$ cat src/rtl/bwc_pkg.sv
package bwc_pkg;

    typedef enum logic [1:0] {
        CYC_IDLE,
        CYC_READ,
        CYC_WRITE,
        CYC_CMD
    } cyc_e;

    // Decode one sampled bus cycle; a write has priority over a read.
    function automatic cyc_e classify(input logic ce, input logic oe,
                                      input logic we, input logic cmd);
        if (!ce)
            return CYC_IDLE;
        else if (we)
            return cmd ? CYC_CMD : CYC_WRITE;
        else if (oe)
            return CYC_READ;
        else
            return CYC_IDLE;
    endfunction

endpackage

$ cat src/rtl/bwc_read_lane.sv
module bwc_read_lane #(
    parameter int DW = 16
) (
    input  logic          word_mode,
    input  logic          lane,
    input  logic [DW-1:0] rd_word,
    output logic [DW-1:0] pin_val
);
    localparam int HB = DW / 2;

    for (genvar i = 0; i < HB; i++) begin : g_bit
        assign pin_val[i]      = (word_mode || !lane) ? rd_word[i] : rd_word[HB+i];
        assign pin_val[HB + i] = word_mode ? rd_word[HB+i] : 1'b0;
    end
endmodule

$ cat src/rtl/bwc_write_steer.sv
module bwc_write_steer #(
    parameter int DW = 16
) (
    input  logic          word_mode,
    input  logic [DW-1:0] dq_in,
    output logic [DW-1:0] wdata,
    output logic [1:0]    be
);
    localparam int HB = DW / 2;

    logic lane;
    assign lane  = dq_in[DW-1];
    assign wdata = word_mode ? dq_in : {dq_in[HB-1:0], dq_in[HB-1:0]};
    assign be    = word_mode ? 2'b11 : (lane ? 2'b10 : 2'b01);
endmodule

$ cat src/rtl/bwc_bus_cfg.sv
module bwc_bus_cfg
    import bwc_pkg::*;
#(
    parameter int AW = 20,
    parameter int DW = 16
) (
    input  logic          clk,
    input  logic          rst_n,
    input  logic          word_mode,
    input  logic          ce,
    input  logic          oe,
    input  logic          we,
    input  logic          cmd,
    input  logic [AW-1:0] addr,
    input  logic [DW-1:0] dq_in,
    output logic [DW-1:0] dq_out,
    output logic [DW-1:0] dq_oe,
    output logic [AW-1:0] arr_addr,
    input  logic [DW-1:0] arr_rdata,
    output logic          arr_wr,
    output logic [1:0]    arr_be,
    output logic [DW-1:0] arr_wdata,
    output logic          cmd_valid,
    output logic [DW/2-1:0] cmd_data
);
    localparam int HB = DW / 2;
    localparam logic [DW-1:0] BYTE_OE = {{HB{1'b0}}, {HB{1'b1}}};

    typedef struct packed {
        logic [AW-1:0] addr;
        logic          lane;
        logic          mode;
        logic [DW-1:0] drive;
        logic          wr;
        logic [1:0]    be;
        logic [DW-1:0] wdata;
        logic          cmdv;
        logic [HB-1:0] cmdd;
    } state_t;

    state_t s_d, s_q;
    cyc_e   kind;
    logic [DW-1:0] steer_wdata;
    logic [1:0]    steer_be;

    bwc_write_steer #(.DW(DW)) u_steer (
        .word_mode (word_mode),
        .dq_in     (dq_in),
        .wdata     (steer_wdata),
        .be        (steer_be)
    );

    always_comb begin
        kind        = classify(ce, oe, we, cmd);
        s_d         = s_q;
        s_d.addr    = addr;
        s_d.lane    = dq_in[DW-1] & ~word_mode;
        s_d.mode    = word_mode;
        s_d.drive   = '0;
        s_d.wr      = 1'b0;
        s_d.cmdv    = 1'b0;
        case (kind)
            CYC_READ:  s_d.drive = word_mode ? '1 : BYTE_OE;
            CYC_WRITE: begin
                s_d.wr    = 1'b1;
                s_d.be    = steer_be;
                s_d.wdata = steer_wdata;
            end
            CYC_CMD: begin
                s_d.cmdv = 1'b1;
                s_d.cmdd = dq_in[HB-1:0];
            end
            default: ;
        endcase
    end

    always_ff @(posedge clk or negedge rst_n) begin
        if (!rst_n) begin
            s_q      <= '0;
            s_q.mode <= 1'b1;
        end else begin
            s_q <= s_d;
        end
    end

    bwc_read_lane #(.DW(DW)) u_lane (
        .word_mode (s_q.mode),
        .lane      (s_q.lane),
        .rd_word   (arr_rdata),
        .pin_val   (dq_out)
    );

    assign dq_oe     = s_q.drive;
    assign arr_addr  = s_q.addr;
    assign arr_wr    = s_q.wr;
    assign arr_be    = s_q.be;
    assign arr_wdata = s_q.wdata;
    assign cmd_valid = s_q.cmdv;
    assign cmd_data  = s_q.cmdd;

    a_r2_word_full_drive: assert property (@(posedge clk) disable iff (!rst_n)
        (ce && oe && !we && word_mode) |=> (dq_oe == {DW{1'b1}}));

    a_r4_byte_low_drive: assert property (@(posedge clk) disable iff (!rst_n)
        (ce && oe && !we && !word_mode) |=> (dq_oe == BYTE_OE));

    a_r6_byte_single_lane: assert property (@(posedge clk) disable iff (!rst_n)
        (ce && we && !cmd && !word_mode) |=>
            ($countones(arr_be) == 1 && arr_be[1] == $past(dq_in[DW-1])));

    a_r7_cmd_no_write: assert property (@(posedge clk) disable iff (!rst_n)
        cmd_valid |-> !arr_wr);

    a_r8_idle_tristate: assert property (@(posedge clk) disable iff (!rst_n)
        !(ce && oe) |=> (dq_oe == '0));

    a_r9_addr_follow: assert property (@(posedge clk) disable iff (!rst_n)
        1'b1 |=> (arr_addr == $past(addr)));

    a_r1_reset_quiet: assert property (@(posedge clk)
        !rst_n |-> (!arr_wr && !cmd_valid && dq_oe == '0));
endmodule

$ cat config.mk
export PLATFORM = sky130hd
export DESIGN_NAME = bwc_bus_cfg
export DESIGN_NICKNAME = d
export VERILOG_FILES = /design/src/rtl/bwc_pkg.sv /design/src/rtl/bwc_read_lane.sv /design/src/rtl/bwc_write_steer.sv /design/src/rtl/bwc_bus_cfg.sv
export SDC_FILE = /design/constraint.sdc
export NUM_CORES = 1
export LEC_CHECK = 0
export ABC_CLOCK_PERIOD_IN_PS = 1500
export CORE_MARGIN = 3
export CORE_UTILIZATION = 35
export DETAILED_ROUTE_END_ITERATION = 8
export GPL_ROUTABILITY_DRIVEN = 0
export GPL_TIMING_DRIVEN = 0
export HOLD_SLACK_MARGIN = 0.1
export PLACE_DENSITY = 0.79
export SYNTH_ARGS = -nofsm -noshare
export SYNTH_HDL_FRONTEND = slang
export SYNTH_SLANG_ARGS = --single-unit
$ cat constraint.sdc
create_clock -name clk -period 1.5 [get_ports clk]
set_clock_uncertainty 0.05 [all_clocks]
set_input_delay 0.225 -clock clk [delete_from_list [all_inputs] [get_ports clk]]
set_output_delay 0.225 -clock clk [all_outputs]
set_load 0.005 [all_outputs]
### Yosys cells after proc, flatten, opt, wreduce, memory -nomap -nowiden

Index checks and enable logic that the tools add are counted.

| word-level totals | value |
|---|---|
| bits in latches | 0 |
| memory bits (read-only) | 0 |
| memories kept | 0 |
| RAM bits | 0 |
| bits in registers | 66 |
| input port bits | 59 |

| cells by class | value |
|---|---|
| $lt $le $gt $ge | 0 |
| bitwise operators | 2 |
| multiplexer cells | 27 |
| reduce and logical (&&, ||, !) cells | 2 |
| multiply operators | 0 |
| divide/modulo/power cells | 0 |
| equality and inequality tests | 3 |
| shift operators | 0 |
| add/sub/neg operators | 0 |

Operator list:

| operator | number |
|---|---|
| 2-to-1 mux 16 bit | 3 |
| 2-to-1 mux 19 bit | 1 |
| 2-to-1 mux 1 bit | 18 |
| 2-to-1 mux 9 bit | 1 |
| 2-to-1 mux 2 bit | 4 |
| == test 2 bit, second input constant | 2 |
| == test 2 x 1 -> 1 bit, second input constant | 1 |
| AND 1 bit | 1 |
| zero test 1 bit | 1 |
| logical OR 1 bit | 1 |
| inverter 1 bit | 1 |

### Logic depth before layout (Yosys ltp)

Gate-level depths: netlist of run 1.

| depth | value |
|---|---|
| word-level depth | 5 |
| gate-level depth with buffers | 4 |
| gate-level depth less buffers | 2 |

### By module

Synthesis of run 1 repeated with hierarchy kept, for this count alone.

| unflattened totals | value |
|---|---|
| cells, all modules | 187 |
| area total of the unflattened synthesis | 2,576.2 um2 |

Modules (own cells, without submodules):

| module | instances | sequential area each (um2) | area an instance (um2) | cells each |
|---|---|---|---|---|
| bwc_bus_cfg | 1 | 1,302.5 | 2,172.1 | 150 |
| bwc_write_steer | 1 | 0.0 | 203.9 | 19 |
| bwc_read_lane | 1 | 0.0 | 200.2 | 18 |

### Least setup slack after synthesis of run 1

No wires, ideal clock.

| timing path | value |
|---|---|
| path type | reg-to-output |
| from | register s_q[44] (netlist bit) |
| to | output dq_out[0] |
| path buffers | 1 |
| stages on the path, launching flop included | 4 |
| data arrival time | 1.021 ns |
| required time | 1.225 ns |
| setup slack | 0.204 ns |
| path through | dfstp_2 -> nor2b_1 -> buf_2 -> mux2_2 |

| on the way | value |
|---|---|
| word-level cells in the longest chain between the ends | 2 |

RTL lines:

| item | RTL line | source |
|---|---|---|
| from (decl) | bwc_bus_cfg.sv:41 | `state_t s_d, s_q;` |
| logical OR 1 bit | bwc_read_lane.sv:12 | `assign pin_val[i] = (word_mode \|\| !lane) ? rd_word[i] : rd_word[HB+i];` |
| 2-to-1 mux 1 bit | bwc_read_lane.sv:12 |  |
| to (decl) | bwc_bus_cfg.sv:16 | `output logic [DW-1:0] dq_out,` |

Every way passes these cells.

### Final worst setup path of run 1

| timing path | value |
|---|---|
| from | register s_q[44] (netlist bit) |
| to | output dq_out[4] |

Same word-level chain as after synthesis.

==> results of run 1 <==
critical path, cell delays in order, from the launching register on:
cell     delay, ps
dfstp_2        550
nor2b_2         40
buf_6          140
mux2_4         310
buf_6          120
area by class of cell:
type,instances,share of cell area
timing repair buffer,148,0.394
clock buffer,5,0.0183
inverter,4,0.00399
tap,72,0.0240
sequential,52,0.347
multi-input combinational,57,0.169
clock inverter,2,0.00333
buffer,18,0.0413
cell usage after synthesis (all sizes together):
master / n / area [um^2]
dfrtp: 51 / 1280
buf: 18 / 149
nand3: 1 / 10.0
and2: 9 / 56.3
mux2i: 2 / 20.0
and3b: 1 / 8.76
nor2b: 2 / 12.5
inv: 4 / 15.0
nand3b: 1 / 7.51
nor2: 1 / 3.75
dfstp: 1 / 26.3
mux2: 40 / 477
worst max path at each step:
stage	from	end	slack (ps)	depth (start not counted)
after CTS	s_q[44]	dq_out[4]	-280	4
after global routing	s_q[44]	dq_out[4]	-270	4
after global placement	rst_n	arr_wdata[0]	-1320	1
final	s_q[44]	dq_out[4]	-230	4
after floorplan	s_q[44]	dq_out[0]	200	3
after detailed placement	s_q[44]	dq_out[7]	-340	4
through the flow:
| step | area (um^2) | utilization | std cells | TNS, ps |
|---|---|---|---|---|
| finish | 3760 | 0.671 | 358 | -2140 |
| global route | 3760 | 0.671 | 358 | -2910 |
| CTS | 3670 | 0.654 | 356 | -2530 |
| detailed placement | 3560 | 0.634 | 342 | -6460 |
| global placement | 3530 | 0.630 | 341 | -73860 |
| floorplan | 2060 | - | 131 | 0 |
state kept, by name, indices dropped and copies added (netlist names):
signal and count:
arr_addr 20, cmd_valid 1, arr_be 2, arr_wr 1, cmd_data 8, s_q 2
dq_oe 2, arr_wdata 16
timing repair:
item	4_1_cts	5_1_grt
hold endpoints to repair	28	0
setup endpoints to repair	32	26
setup buffers	6	3
hold buffers	1	0
gates resized for setup	109	22
gates cloned	0	0
power breakdown:
group	leakage (nW)	internal, mW	switching, mW
registers	0.612	1.57	0.0822
clock network	0.0400	0.317	0.432
logic	1.17	0.674	0.261
layer usage:
| metal | up-vias | part of all wire |
|---|---|---|
| met5 | - | 0 |
| met2 | 91 | 0.52 |
| met1 | 751 | 0.33 |
| li1 | 731 | - |
| met3 | 5 | 0.14 |
| met4 | 0 | 0.0045 |
logic make-up after synthesis:
kind of cell  count (synthesis)  synth area share
simple gates                 15            0.0479
mux                          42             0.241
buf+inv                      22            0.0795
flops                        52             0.632
==> metrics.txt, run 1 <==
status=finished with violations; failing checks=negative setup slack; Core Region=0.00561 mm^2; die footprint=0.00685 mm^2; Worst EP arrival=1450 ps; Worst Setup End Kind=output pin; period utilization=1.15; Pleak=1.82 nW; CTS Root Cell=clkbuf_8; kind of critical path=flop to output pin; Pwr Total=3.34 mW; area of the multi-input gates=634 um^2; via count=1,578; most frequent cells in the layout=clkdlybuf4s50_1 (97), dfrtp_1 (49), mux2_2 (28); Pins Over Slew Limit=0; CTS sink count=52; commonest non-fill, non-tap cell in the layout=clkdlybuf4s50_1; mapped cell area=0.00206 mm^2; Yosys warnings=0; Peak VDD IR=0.657 mV; antenna violations before repair=0; RSZ-0062 raised after global routing=yes; Overflow after GRT=0; Reg2Reg Capture Point=arr_wdata[2]; R2R cell count=2; HP Class=primary input to flop; post-layout min period=1730 ps; Starting Density=0.368; WL final=5.51 mm; wire length per cell=15.4 um; WP data required=1220 ps; Post-Syn Nets=190; All-Layer GR Usage=0.163; area grow syn2layout=82.4%; setup-violating endpoint count in the final report=16; Critical R2R Launch=arr_wdata[2]; DR pass1 iterations=4; flip-flop and latch count after synthesis=52; Horiz. Die Dim=82.8 um; Fin. Hold Viols=0; number of fill cells=438; Vias per Instance=4.41; Min-Delay Path Depth=1; num ports=139; Hold Worst Slack=306 ps; synth unique cells=16; wire length of the first global-routing pass=8.23 mm; Rel. slew slack=0.545; H-Tree Depth=2; met2 Resource Use GR=0.305; CP Launch Type=flop; met3 Resource Use GR=0.0640; largest net degree at the start of global routing=30; Die Span Y=82.8 um; setup slack after layout=-229 ps; Iter 0 DRT Violations=56; CTS tree=built; clock slew at reported path FFs=90 ps; Cell Pwr Density=887 mW/mm^2; IO buf count=138; DRC Markers=0; Gate Count Post-Synth=131; DP Worst Slack=-343 ps; Fmax=578 MHz; worst hold start=addr[4]; detailed placement HPWL=4.26 mm; Seq/Total Area, Yosys=0.632; Clock Latency Late Sink=290 ps; cts bufs inserted=5; largest fanout on the critical path=8; Worst-Margin Slew=683 ps; DRT antenna net count=0; Top Usage Layer GRT=met2; Max Cap Viol=0; share of cells above drive strength 1=0.388; std cell rows=27; vias in the first global route=1,645; clock buffer depth=2; flop-to-flop setup slack=580 ps; ant diodes=0; met1 usage=0.171; Min-Delay Endpoint=arr_addr[4]; Total Nets Final=345; Sequential Area=0.00131 mm^2; syn_area_per_cell=15.7 um^2
Power figures use the tool's default switching activity.
==> inputs of run 2 (changes only) <==
Settings changed: GPL_TIMING_DRIVEN 0 to not set, PLACE_DENSITY 0.79 to 0.87.
==> run 2 against run 1 <==
Effect of this change: the run still ends with negative setup slack left; via count decreased by 0.76%; routed wire length increased by 3.1%; setup slack worse by 4.3 ps; largest power group unchanged; hold slack lost 1.8 ps; final cell count decreased by 2.0%; design area barely moved.
==> metrics.txt, run 2 (synthesized netlist as in run 1, its figures left out) <==
status=finished with violations; failing checks=negative setup slack; setup slack after layout=-234 ps (-4.28 ps); Hold Worst Slack=304 ps (-1.76 ps); Sequential Area=0.00131 mm^2 (unchanged); worst hold start=addr[0]; most frequent cells in the layout=clkdlybuf4s50_1 (94), dfrtp_1 (49), mux2_2 (32); Clock Latency Late Sink=300 ps (about the same); area grow syn2layout=82.3% (about the same); Max Cap Viol=0 (unchanged); Critical R2R Launch=arr_wdata[4]; setup-violating endpoint count in the final report=16 (unchanged); DRC Markers=0 (unchanged); Vias per Instance=4.46 (+1.2%); largest fanout on the critical path=7 (-1); DP Worst Slack=-259 ps (+83.5 ps); flop-to-flop setup slack=590 ps (about the same); Slowest-stage cell, CP=dfstp_2; wire length of the first global-routing pass=8.47 mm (+2.9%); Cell Pwr Density=893 mW/mm^2 (+0.64%); wire length per cell=16.2 um (+5.2%); Total Nets Final=337 (-2.3%); Reg2Reg Capture Point=arr_wdata[4]; CTS sink count=52 (unchanged); WP data required=1220 ps (about the same); RSZ-0062 raised after global routing=yes; Pins Over Slew Limit=0 (unchanged); DR pass1 iterations=4 (unchanged); num ports=139 (unchanged); vias in the first global route=1,728 (+5.0%); Core Region=0.00561 mm^2 (unchanged); IO buf count=138 (unchanged); post-layout min period=1730 ps (+4.28 ps); CTS Root Cell=clkbuf_8; commonest non-fill, non-tap cell in the layout=clkdlybuf4s50_1; HP Class=primary input to flop; Peak VDD IR=0.716 mV (+9.1%); clock buffer depth=2 (unchanged); DRT antenna net count=0 (unchanged); All-Layer GR Usage=0.169 (+0.00576); share of cells above drive strength 1=0.344 (-0.0440); kind of critical path=flop to output pin; Starting Density=0.368 (unchanged); area of the multi-input gates=627 um^2 (-1.2%); R2R cell count=2 (unchanged); Iter 0 DRT Violations=45 (-20%); Die Span Y=82.8 um (unchanged); Horiz. Die Dim=82.8 um (unchanged); clock slew at reported path FFs=90 ps (about the same); critical path cell sequence=nor2b_4 -> buf_6 -> mux2_2 -> buf_2; WP buf/inv=2 (unchanged); setup TNS=-2590 ps (-449 ps); cts bufs inserted=5 (unchanged); Rel. slew slack=0.693 (+0.149); max incr delay on CP=570 ps (+20 ps); Pleak=1.91 nW (+5.2%); Worst Setup End Kind=output pin; Fin. Hold Viols=0 (unchanged); Fmax=577 MHz (-0.25%); antenna violations before repair=0 (unchanged); ant diodes=0 (unchanged); Min-Delay Path Depth=1 (unchanged); largest net degree at the start of global routing=35 (+17%); std cell rows=27 (unchanged); Pwr Total=3.36 mW (+0.61%); die footprint=0.00685 mm^2 (unchanged); CTS tree=built; Worst-Margin Slew=460 ps (-223 ps); WL final=5.68 mm (+3.1%); CP Launch Type=flop; H-Tree Depth=2 (unchanged); Overflow after GRT=0 (unchanged); CP delay by family, top=flip-flops; detailed placement HPWL=4.26 mm (about the same); max reg flops=20 (unchanged); via count=1,566 (-0.76%); Min-Delay Endpoint=arr_addr[0]; number of fill cells=417 (-4.8%); period utilization=1.16 (+0.00286); Worst EP arrival=1460 ps (about the same)
[run 2: worst max-delay path by stage]
stage | from | to | slack, ps | cells past startpoint
global route | s_q[44] | dq_out[2] | -280 | 4
detailed placement | s_q[44] | dq_out[2] | -260 | 4
global placement | s_q[44] | dq_out[6] | -210 | 4
floorplan | s_q[44] | dq_out[0] | 200 | 3
finish | s_q[44] | dq_out[2] | -230 | 4
CTS | s_q[44] | dq_out[3] | -220 | 4
[run 2: final cells by class]
| cell class | instances | share of cell area |
|---|---|---|
| sequential | 52 | 0.347 |
| clock buffer | 6 | 0.0193 |
| clock inverter | 2 | 0.00366 |
| inverter | 4 | 0.00399 |
| tap | 72 | 0.0240 |
| multi-input combinational | 57 | 0.167 |
| timing repair buffer | 158 | 0.435 |
[run 2: power breakdown]
group	internal (mW)	switching [mW]	leakage [nW]	total [mW]
clock network	0.333	0.444	0.0456	0.778
registers	1.57	0.0784	0.612	1.65
logic	0.662	0.269	1.26	0.931
total	2.57	0.792	1.91	3.36
[run 2: stage by stage]
step / cells / area (um^2) / utilization
after global routing: 351 / 3760 / 0.670
after CTS: 349 / 3660 / 0.653
after global placement: 333 / 3500 / 0.625
final: 351 / 3760 / 0.670
after floorplan: 131 / 2060 / -
after detailed placement: 333 / 3500 / 0.625
[run 2: routing by layer]
| metal | wire (um) | global-route usage |
|---|---|---|
| met3 | 760 | 0.0748 |
| met4 | 63 | 0.0343 |
| met5 | 0 | 0 |
| met1 | 1860 | 0.170 |
| met2 | 3000 | 0.319 |
[run 2: timing repair]
action,4_1_cts,5_1_grt
hold endpoints to repair,17,0
gates resized for setup,95,26
buffers inserted,7,2
endpoints found under the setup margin,32,35
hold buffers,1,0
==> inputs of run 3 (changes only) <==
Settings changed: SETUP_SLACK_MARGIN set to 0.02.
==> run 3 against run 2 <==
Effect of this change: the run still ends with negative setup slack left; flip-flop and latch count stayed put; combinational power is 2% lower; fmax hardly changed; sequential power hardly changed; clock power is 0.6% lower; final cell count is 0.28% higher; largest cell class unchanged; design area is 0.47% higher; first-iteration DRC count is 6.7% higher.
==> metrics.txt, run 3 (synthesized netlist as in run 1, its figures left out) <==
Min-Delay Endpoint=arr_addr[0]; flop-to-flop setup slack=590 ps (about the same); via count=1,576 (+0.64%); Slowest-stage cell, CP=dfstp_2; std cell rows=27 (unchanged); ant diodes=0 (unchanged); post-layout util=0.674 (+0.00312); cts bufs inserted=5 (unchanged); Horiz. Die Dim=82.8 um (unchanged); max incr delay on CP=570 ps (about the same); Max Cap Viol=0 (unchanged); most frequent cells in the layout=clkdlybuf4s50_1 (78), dfrtp_1 (49), mux2_2 (32); RSZ-0062 raised after global routing=yes; Cell Pwr Density=882 mW/mm^2 (-1.2%); Fin. Hold Viols=0 (unchanged); WP data required=1220 ps (about the same); Reg2Reg Capture Point=arr_wdata[14]; failing checks=negative setup slack; Vias per Instance=4.48 (+0.35%); CTS tree=built; Clock Latency Late Sink=290 ps (about the same); R2R cell count=2 (unchanged); detailed placement HPWL=4.26 mm (unchanged); Rel. slew slack=0.693 (about the same); max reg flops=20 (unchanged); DR pass1 iterations=3 (-1); IO buf count=138 (unchanged); wire length per cell=16.2 um (about the same); num ports=139 (unchanged); area grow syn2layout=83.2%; switching share of power=0.236 (+0.000466); Total Nets Final=338 (+0.30%); Die Span Y=82.8 um (unchanged); H-Tree Depth=2 (unchanged); Pins Over Slew Limit=0 (unchanged); design area=0.00378 mm^2 (+0.47%); setup-violating endpoint count in the final report=16 (unchanged); Min-Delay Path Depth=1 (unchanged); setup slack after layout=-232 ps (+1.31 ps); Sequential Power Share=0.494 (+0.003); CTS Root Cell=clkbuf_8; WL final=5.69 mm (+0.19%); Sw Pwr=787 uW (-0.53%); DRC Markers=0 (unchanged); period utilization=1.15 (about the same); vias in the first global route=1,728 (unchanged); worst hold start=addr[0]; die footprint=0.00685 mm^2 (unchanged); All-Layer GR Usage=0.168 (-0.000230); clock slew at reported path FFs=90 ps (about the same); Worst-Margin Slew=460 ps (-0.372 ps); CTS sink count=52 (unchanged); logic gate share of total power=0.274 (-0.003); Peak VDD IR=0.710 mV (-0.96%); number of fill cells=420 (+0.72%); placed inst area=0.00350 mm^2 (unchanged); Pleak=1.98 nW (+3.4%); Fmax=577 MHz (about the same); largest net degree at the start of global routing=35 (unchanged); Int Pwr=2.55 mW (-0.79%); critical path cell sequence=nor2b_4 -> buf_6 -> mux2_2 -> buf_2; Starting Density=0.368 (unchanged); clock buffer depth=2 (unchanged); Worst Setup SP=s_q[44]; kind of critical path=flop to output pin; Core Region=0.00561 mm^2 (unchanged); Worst EP arrival=1460 ps (about the same); CP Launch Type=flop; largest fanout on the critical path=7 (unchanged); Critical R2R Launch=arr_wdata[14]; Worst Setup End Kind=output pin; post-layout min period=1730 ps (-1.31 ps); Clock power frac=0.232 (about the same); HP Class=primary input to flop; share of cells above drive strength 1=0.346 (+0.00234); status=finished with violations; Iter 0 DRT Violations=48 (+6.7%); DRT antenna net count=0 (unchanged); Overflow after GRT=0 (unchanged); commonest non-fill, non-tap cell in the layout=clkdlybuf4s50_1; antenna violations before repair=0 (unchanged); Pwr Total=3.33 mW (-0.73%); wire length of the first global-routing pass=8.46 mm (about the same)
==> run 3: timing repair <==
| item | 4_1_cts | 5_1_grt |
|---|---|---|
| endpoints found under the setup margin | 33 | 43 |
| hold buffers | 1 | 0 |
| setup buffers | 7 | 3 |
| hold endpoints to repair | 17 | 0 |
| gates resized for setup | 103 | 34 |
==> run 3: worst max path at each step <==
stage,slack [ps],endpoint
after floorplan,200,dq_out[0]
after global placement,-210,dq_out[6]
after detailed placement,-260,dq_out[2]
after CTS,-220,dq_out[3]
after global routing,-280,dq_out[2]
final,-230,dq_out[2]
==> run 3: metal layers <==
layer  GRT usage  wire, um
met4      0.0343        42
met5           0         0
met3      0.0738       741
met2       0.319      3030
met1       0.170      1880
==> run 3: cell type report <==
class	instances	area [um^2]	area share
repair buffers	159	1650	0.438
multi-input cells	57	627	0.166
inverters	4	15.0	0.00397
well taps	72	90.1	0.0238
clock buffers	6	72.6	0.0192
flip-flops and latches	52	1310	0.345
clock inverters	2	13.8	0.00364
==> run 3: metrics by stage <==
stage | setup TNS, ps | hold slack [ps] | std cells | worst slack (ps)
global placement | -3770 | 151 | 333 | -206
finish | -2580 | 306 | 352 | -232
global route | -3360 | 282 | 352 | -282
detailed placement | -5180 | 155 | 333 | -259
floorplan | 0 | -121 | 131 | 204
CTS | -2600 | 294 | 349 | -219
==> run 3: power by group through the flow <==
| stage | Sequential, mW | Combinational (mW) | Clock (mW) |
|---|---|---|---|
| final | 1.65 | 0.912 | 0.773 |
| after floorplan | 1.69 | 0.241 | 0 |
| after CTS | 1.66 | 0.935 | 0.811 |
| after global routing | 1.67 | 0.989 | 0.886 |
| after global placement | 1.67 | 0.902 | 0 |
| after detailed placement | 1.68 | 0.923 | 0 |
==> run 3: critical path, delay by kind of cell, from the launching register on <==
kind | cells | cell delay [ps]
DFF | 1 | 570
muxes | 1 | 280
buffers and inverters | 2 | 270
and+or+nand+nor | 1 | 50
